[src/rtl/dma_chan_pkg.sv]
package dma_chan_pkg;

  localparam int DW = 32;

  // status word bit positions
  localparam int ST_RUN   = 0;
  localparam int ST_DONE  = 1;
  localparam int ST_IRQ   = 2;
  localparam int ST_PAUSE = 4;
  localparam int ST_ABORT = 30;
  localparam int ST_CLR   = 31;

  // plain read/write bits of the status word
  localparam logic [DW-1:0] ST_PLAIN_MASK = 32'h30FF_0001;

  // register byte offsets
  localparam logic [7:0] OFS_CTRL   = 8'h00;
  localparam logic [7:0] OFS_DESC   = 8'h04;
  localparam logic [7:0] OFS_INFO   = 8'h08;
  localparam logic [7:0] OFS_SRC    = 8'h0C;
  localparam logic [7:0] OFS_DST    = 8'h10;
  localparam logic [7:0] OFS_LEN    = 8'h14;
  localparam logic [7:0] OFS_STRIDE = 8'h18;
  localparam logic [7:0] OFS_NEXT   = 8'h1C;
  localparam logic [7:0] OFS_DBG    = 8'h20;

  // software write: wipe, then one-to-clear flags, then the plain bits
  function automatic logic [DW-1:0] ctrl_sw_apply(input logic [DW-1:0] cur,
                                                  input logic [DW-1:0] wd);
    logic [DW-1:0] v;
    v = cur;
    if (wd[ST_CLR])  v = '0;
    if (wd[ST_DONE]) v[ST_DONE] = 1'b0;
    if (wd[ST_IRQ])  v[ST_IRQ]  = 1'b0;
    v = (v & ~ST_PLAIN_MASK) | (wd & ST_PLAIN_MASK);
    return v;
  endfunction

  // engine updates, applied after software so that they win
  function automatic logic [DW-1:0] ctrl_eng_apply(input logic [DW-1:0] cur,
                                                   input logic set_end,
                                                   input logic set_int,
                                                   input logic halt);
    logic [DW-1:0] v;
    v = cur;
    if (halt) begin
      v[ST_RUN]   = 1'b0;
      v[ST_PAUSE] = 1'b1;
    end
    if (set_end) v[ST_DONE] = 1'b1;
    if (set_int) v[ST_IRQ]  = 1'b1;
    return v;
  endfunction

endpackage

[src/rtl/dma_ctrl_next.sv]
module dma_ctrl_next
  import dma_chan_pkg::*;
(
  input  logic [DW-1:0] ctrl_q,
  input  logic          wr_ctrl,
  input  logic [DW-1:0] wdata,
  input  logic          eng_set_end,
  input  logic          eng_set_int,
  input  logic          eng_halt,
  output logic [DW-1:0] ctrl_d,
  output logic          start_evt,
  output logic          clr_desc
);

  logic [DW-1:0] after_sw;

  always_comb begin
    after_sw  = wr_ctrl ? ctrl_sw_apply(ctrl_q, wdata) : ctrl_q;
    ctrl_d    = ctrl_eng_apply(after_sw, eng_set_end, eng_set_int, eng_halt);
    start_evt = wr_ctrl && !ctrl_q[ST_RUN] && ctrl_d[ST_RUN];
    clr_desc  = wr_ctrl && wdata[ST_CLR];
  end

endmodule

[src/rtl/dma_reg_rdmux.sv]
module dma_reg_rdmux
  import dma_chan_pkg::*;
#(
  parameter int ADDR_W = 8
) (
  input  logic [ADDR_W-1:0] addr,
  input  logic [DW-1:0]     ctrl_q,
  input  logic [DW-1:0]     desc_q,
  input  logic [DW-1:0]     dbg_q,
  input  logic [DW-1:0]     cur_info,
  input  logic [DW-1:0]     cur_src,
  input  logic [DW-1:0]     cur_dst,
  input  logic [DW-1:0]     cur_len,
  input  logic [DW-1:0]     cur_stride,
  input  logic [DW-1:0]     cur_next,
  output logic [DW-1:0]     rdata
);

  always_comb begin
    rdata = '0;
    if      (addr == ADDR_W'(OFS_CTRL))   rdata = ctrl_q;
    else if (addr == ADDR_W'(OFS_DESC))   rdata = desc_q;
    else if (addr == ADDR_W'(OFS_INFO))   rdata = cur_info;
    else if (addr == ADDR_W'(OFS_SRC))    rdata = cur_src;
    else if (addr == ADDR_W'(OFS_DST))    rdata = cur_dst;
    else if (addr == ADDR_W'(OFS_LEN))    rdata = cur_len;
    else if (addr == ADDR_W'(OFS_STRIDE)) rdata = cur_stride;
    else if (addr == ADDR_W'(OFS_NEXT))   rdata = cur_next;
    else if (addr == ADDR_W'(OFS_DBG))    rdata = dbg_q;
  end

endmodule

[src/rtl/dma_chan_regs.sv]
module dma_chan_regs
  import dma_chan_pkg::*;
#(
  parameter int ADDR_W = 8
) (
  input  logic              clk,
  input  logic              rst_n,
  input  logic              reg_wen,
  input  logic [ADDR_W-1:0] reg_addr,
  input  logic [31:0]       reg_wdata,
  output logic [31:0]       reg_rdata,
  input  logic              eng_set_end,
  input  logic              eng_set_int,
  input  logic              eng_halt,
  input  logic [31:0]       cur_info,
  input  logic [31:0]       cur_src,
  input  logic [31:0]       cur_dst,
  input  logic [31:0]       cur_len,
  input  logic [31:0]       cur_stride,
  input  logic [31:0]       cur_next,
  output logic              start_pulse,
  output logic              irq
);

  logic [DW-1:0] ctrl_q, ctrl_d, desc_q, dbg_q;
  logic          start_q, start_evt, clr_desc;
  logic          wr_ctrl, wr_desc, wr_dbg;

  assign wr_ctrl = reg_wen && (reg_addr == ADDR_W'(OFS_CTRL));
  assign wr_desc = reg_wen && (reg_addr == ADDR_W'(OFS_DESC));
  assign wr_dbg  = reg_wen && (reg_addr == ADDR_W'(OFS_DBG));

  dma_ctrl_next u_next (
    .ctrl_q      (ctrl_q),
    .wr_ctrl     (wr_ctrl),
    .wdata       (reg_wdata),
    .eng_set_end (eng_set_end),
    .eng_set_int (eng_set_int),
    .eng_halt    (eng_halt),
    .ctrl_d      (ctrl_d),
    .start_evt   (start_evt),
    .clr_desc    (clr_desc)
  );

  always_ff @(posedge clk or negedge rst_n) begin
    if (!rst_n) begin
      ctrl_q  <= '0;
      desc_q  <= '0;
      dbg_q   <= '0;
      start_q <= 1'b0;
    end else begin
      ctrl_q  <= ctrl_d;
      start_q <= start_evt;
      if (clr_desc)     desc_q <= '0;
      else if (wr_desc) desc_q <= reg_wdata;
      if (wr_dbg)       dbg_q  <= reg_wdata;
    end
  end

  dma_reg_rdmux #(.ADDR_W(ADDR_W)) u_rd (
    .addr       (reg_addr),
    .ctrl_q     (ctrl_q),
    .desc_q     (desc_q),
    .dbg_q      (dbg_q),
    .cur_info   (cur_info),
    .cur_src    (cur_src),
    .cur_dst    (cur_dst),
    .cur_len    (cur_len),
    .cur_stride (cur_stride),
    .cur_next   (cur_next),
    .rdata      (reg_rdata)
  );

  assign start_pulse = start_q;
  assign irq         = ctrl_q[ST_IRQ];

endmodule

[config.mk]
export PLATFORM = sky130hd
export DESIGN_NAME = dma_chan_regs
export DESIGN_NICKNAME = d
export VERILOG_FILES = /design/src/rtl/dma_chan_pkg.sv /design/src/rtl/dma_ctrl_next.sv /design/src/rtl/dma_reg_rdmux.sv /design/src/rtl/dma_chan_regs.sv
export SDC_FILE = /design/constraint.sdc
export NUM_CORES = 1
export LEC_CHECK = 0
export BUFFER_PORTS_ARGS = -buffer_cell sky130_fd_sc_hd__buf_2
export CORE_MARGIN = 3
export CORE_UTILIZATION = 40
export CTS_BUF_LIST = sky130_fd_sc_hd__clkbuf_8 sky130_fd_sc_hd__clkbuf_16
export DETAILED_ROUTE_END_ITERATION = 6
export PLACE_DENSITY = 0.72
export SLEW_MARGIN = 20
export SYNTH_ARGS = -nofsm -noshare
export SYNTH_HDL_FRONTEND = slang
export SYNTH_SLANG_ARGS = --single-unit
[constraint.sdc]
create_clock -name clk -period 3.1 [get_ports clk]
set_input_delay 0.93 -clock clk [delete_from_list [all_inputs] [get_ports clk]]
set_output_delay 0.93 -clock clk [all_outputs]
set_load 0.1 [all_outputs]
==> results by group <==
Final layout
  – Final layout net count: 1260
  – Area overhead of the layout relative to synthesis: 57.55%
  – Proportion of layout cells with a drive suffix above 1: 46.06%
  – Filler cell count: 1256
  – Antenna cell count: 0

Synthesis
  – Number of library cell types mapped by synthesis: 34
  – Mapped cell area: 6335 um^2
  – Post-synthesis async set-or-reset flop share: 100.0%
  – Most numerous cell types in the synthesized netlist: 160 x sky130_fd_sc_hd__nand2_1, 97 x sky130_fd_sc_hd__dfrtp_1, 63 x sky130_fd_sc_hd__a21oi_1, 62 x sky130_fd_sc_hd__a22oi_1, 55 x sky130_fd_sc_hd__clkbuf_1
  – Post-synth EDFFs: 0
  – Number of flip-flops and latches in the synthesized netlist: 97
  – Synth area leaders: sky130_fd_sc_hd__dfrtp_1 38%, sky130_fd_sc_hd__nand2_1 9.5%, sky130_fd_sc_hd__a22oi_1 7.3%, sky130_fd_sc_hd__mux2_1 5.3%, sky130_fd_sc_hd__a21oi_1 5.0%
  – Average instance area after synthesis: 8.480 um^2
  – Cell taking the most area after synthesis: sky130_fd_sc_hd__dfrtp_1
  – Fraction of post-synthesis cell area in the top cell type by area: 38.32%
  – Yosys warning count: 0
  – Sequential area share after synthesis: 38.32%
  – Instance count of the mapped netlist: 747
  – Leading cell type by number of instances after synthesis: sky130_fd_sc_hd__nand2_1
  – Net count of the mapped netlist: 985
  – Most used DFF post-synth: sky130_fd_sc_hd__dfrtp_1

Routing
  – Via count of the routed design: 7242
  – Vias per cell: 5.850
  – First DRT Iteration DRCs: 580
  – Aggregate routed wire length: 26690 um
  – Post-route DRC violation count: 0
  – WL per Instance: 21.56 um
  – DRT antenna net count: 0
  – Number of search-and-repair iterations in the first detailed-routing pass: 7

Clock tree
  – Total clock buffers created by CTS: 9
  – Quantity of hold-fixing buffers added after cts: 0
  – TritonCTS clock tree: done
  – Maximum buffer depth of the clock tree: 2
  – Master cell of the clock root buffer: sky130_fd_sc_hd__clkbuf_16
  – CTS H-tree lvls: 3
  – Clock slew at the register clock pins of the worst setup and hold paths: 70 ps
  – Total clock sinks: 97
  – Clock latency on the worst-skew pair: 340 ps

STA
  – Actual slew at the worst max-slew pin: 686.6 ps
  – Worst Hold Margin: 489.8 ps
  – Final Hold Violating Endpoints: 0
  – Period minus WS final: 3638 ps
  – Max-Slew Margin vs Limit: 54.23%
  – Unrepaired setup endpoints after global routing: yes
  – Share of the clock period used by the worst path: 117.4%
  – Total of endpoints with negative setup slack in the final report: 32
  – Final Max Tran Viols: 0
  – Fmax: 274.9 MHz
  – Minimum setup slack in the final design: -538.1 ps
  – Fin Clk Skew: 2.862 ps

Floorplanning
  – Die Outline Area: 17380 um^2
  – Row count: 45
  – Initial Util: 41.21%
  – Die extent in y: 131.8 um
  – Placeable core region: 15370 um^2
  – Horizontal extent of the die: 131.8 um
  – Number of I/O pins: 272

Critical path
  – Setup slack of the most critical reg-to-reg path: 2270 ps
  – Crit path max fanout: 8
  – Crit start category: input pin
  – Data required time of the critical path: 2170 ps
  – Crit Path Category: input pin to primary output
  – Worst setup EP type: primary output
  – CP arrival: 2710 ps

Pwr
  – Worst-case vdd ir drop: 298.1 uV
  – Pwr per Cell Area: 308.8 nW/um^2
  – Cell leakage power: 4.775 nW

GRT
  – Global route overflow: 0
  – First-pass GRT wire length: 38990 um
  – Pin count of the biggest net entering global routing: 52
  – Number of global-route vias before repair: 7341
  – Antenna violations before repair: 1
  – Overall fraction of global-route tracks in use: 28.08%

Run
  – Max-cap violations: 0

Outcome
  – Violated checks: setup timing
  – Run status: complete, but fails checks

Place
  – Worst setup slack after placement: -564.9 ps
  – Half-perimeter wire length of the detailed placement result: 17940 um
  – Number of buffers added on ports: 271
  – Last weighted congestion value of the routability-driven placer: 0.8580

Hold path
  – Class of the tightest hold or removal check: flop to flop
layout make-up:
cell class	count	area [um^2]	area share, %
inverters	1	3.754	0.03761
flip-flops and latches	97	2427	24.32
well taps	211	264.0	2.645
clock inverters	6	58.81	0.5892
multi-input cells	572	4272	42.80
repair buffers	341	2716	27.22
clock buffers	10	239.0	2.394
what timing repair did:
item	in CTS	in global routing
setup buffers	0	6
cloned	0	7
setup endpoints to repair	32	32
pin swaps	0	26
gates resized for setup	10	79
critical path: stages:
cell,delay (ps)
sky130_fd_sc_hd__buf_8,100
sky130_fd_sc_hd__or4b_4,540
sky130_fd_sc_hd__nor4_4,150
sky130_fd_sc_hd__buf_6,180
sky130_fd_sc_hd__clkbuf_16,180
sky130_fd_sc_hd__nand2_1,90
sky130_fd_sc_hd__a22oi_1,200
sky130_fd_sc_hd__a221o_4,160
sky130_fd_sc_hd__buf_12,170
per-stage QoR:
stage,utilization (%),TNS (ps),cells,cell area [um^2],total power [mW]
after floorplan,-,-10190,747,6726,1.619
after detailed placement,59.41,-17400,1209,9131,1.947
after global routing,64.93,-16760,1238,9981,3.196
after CTS,61.63,-17330,1225,9473,3.061
final,64.93,-15820,1238,9981,3.082
after global placement,59.41,-16240,1209,9131,1.934
final timing paths:
path / startpoint / endpoint / cells past startpoint
max: reg_addr[3] / reg_rdata[17] / 9
min: ctrl_q[0] / start_pulse / 1
max reg2reg: dbg_q[3] / dbg_q[3] / 1
min reg2reg: ctrl_q[0] / start_pulse / 1
max in group asynchronous: rst_n / ctrl_q[28] / 2
min in group asynchronous: rst_n / ctrl_q[11] / 1
routing by layer:
metal / up-vias / wire length, um / track usage [%]
li1: 3289 / - / -
met4: 2 / 734 / 10.44
met5: - / 18 / 0
met1: 3518 / 10850 / 36.95
met2: 379 / 12960 / 46.45
met3: 54 / 2122 / 5.038
cells in the final DEF, fill, tap and decap left out, types with 4 or more instances in the layout:
master	n
sky130_fd_sc_hd__dfrtp_1	97
sky130_fd_sc_hd__nand2_4	7
sky130_fd_sc_hd__mux2_1	30
sky130_fd_sc_hd__buf_12	47
sky130_fd_sc_hd__o22ai_1	27
sky130_fd_sc_hd__and2_1	49
sky130_fd_sc_hd__nand2_2	21
sky130_fd_sc_hd__mux2_2	12
sky130_fd_sc_hd__buf_2	233
sky130_fd_sc_hd__clkbuf_16	14
sky130_fd_sc_hd__a22oi_1	38
sky130_fd_sc_hd__a21oi_1	63
sky130_fd_sc_hd__a221o_4	31
sky130_fd_sc_hd__a22oi_2	24
sky130_fd_sc_hd__nand2_1	133
sky130_fd_sc_hd__buf_6	11
sky130_fd_sc_hd__a21o_1	32
sky130_fd_sc_hd__o21ai_0	32
sky130_fd_sc_hd__o211ai_1	31
sky130_fd_sc_hd__o22ai_2	4
sky130_fd_sc_hd__buf_4	42
where the power goes:
group          leakage (nW)  internal (mW)  switching (mW)
clock                 0.146          0.642           0.483
sequential             1.33           1.31          0.0279
combinational          3.30          0.289           0.328
registers in the layout, indices dropped and copies added (netlist names):
register and count:
start_pulse 1, desc_q 32, ctrl_q 32, dbg_q 32
cells by family after synthesis:
logic type,after synthesis,synth area share [%]
DFF,97,38.32
and+or+nand+nor,241,17.93
AOI/OAI and AO/OA,287,30.73
buffers and inverters,78,4.839
muxes,44,8.177
(Power assumes the default switching activity.)
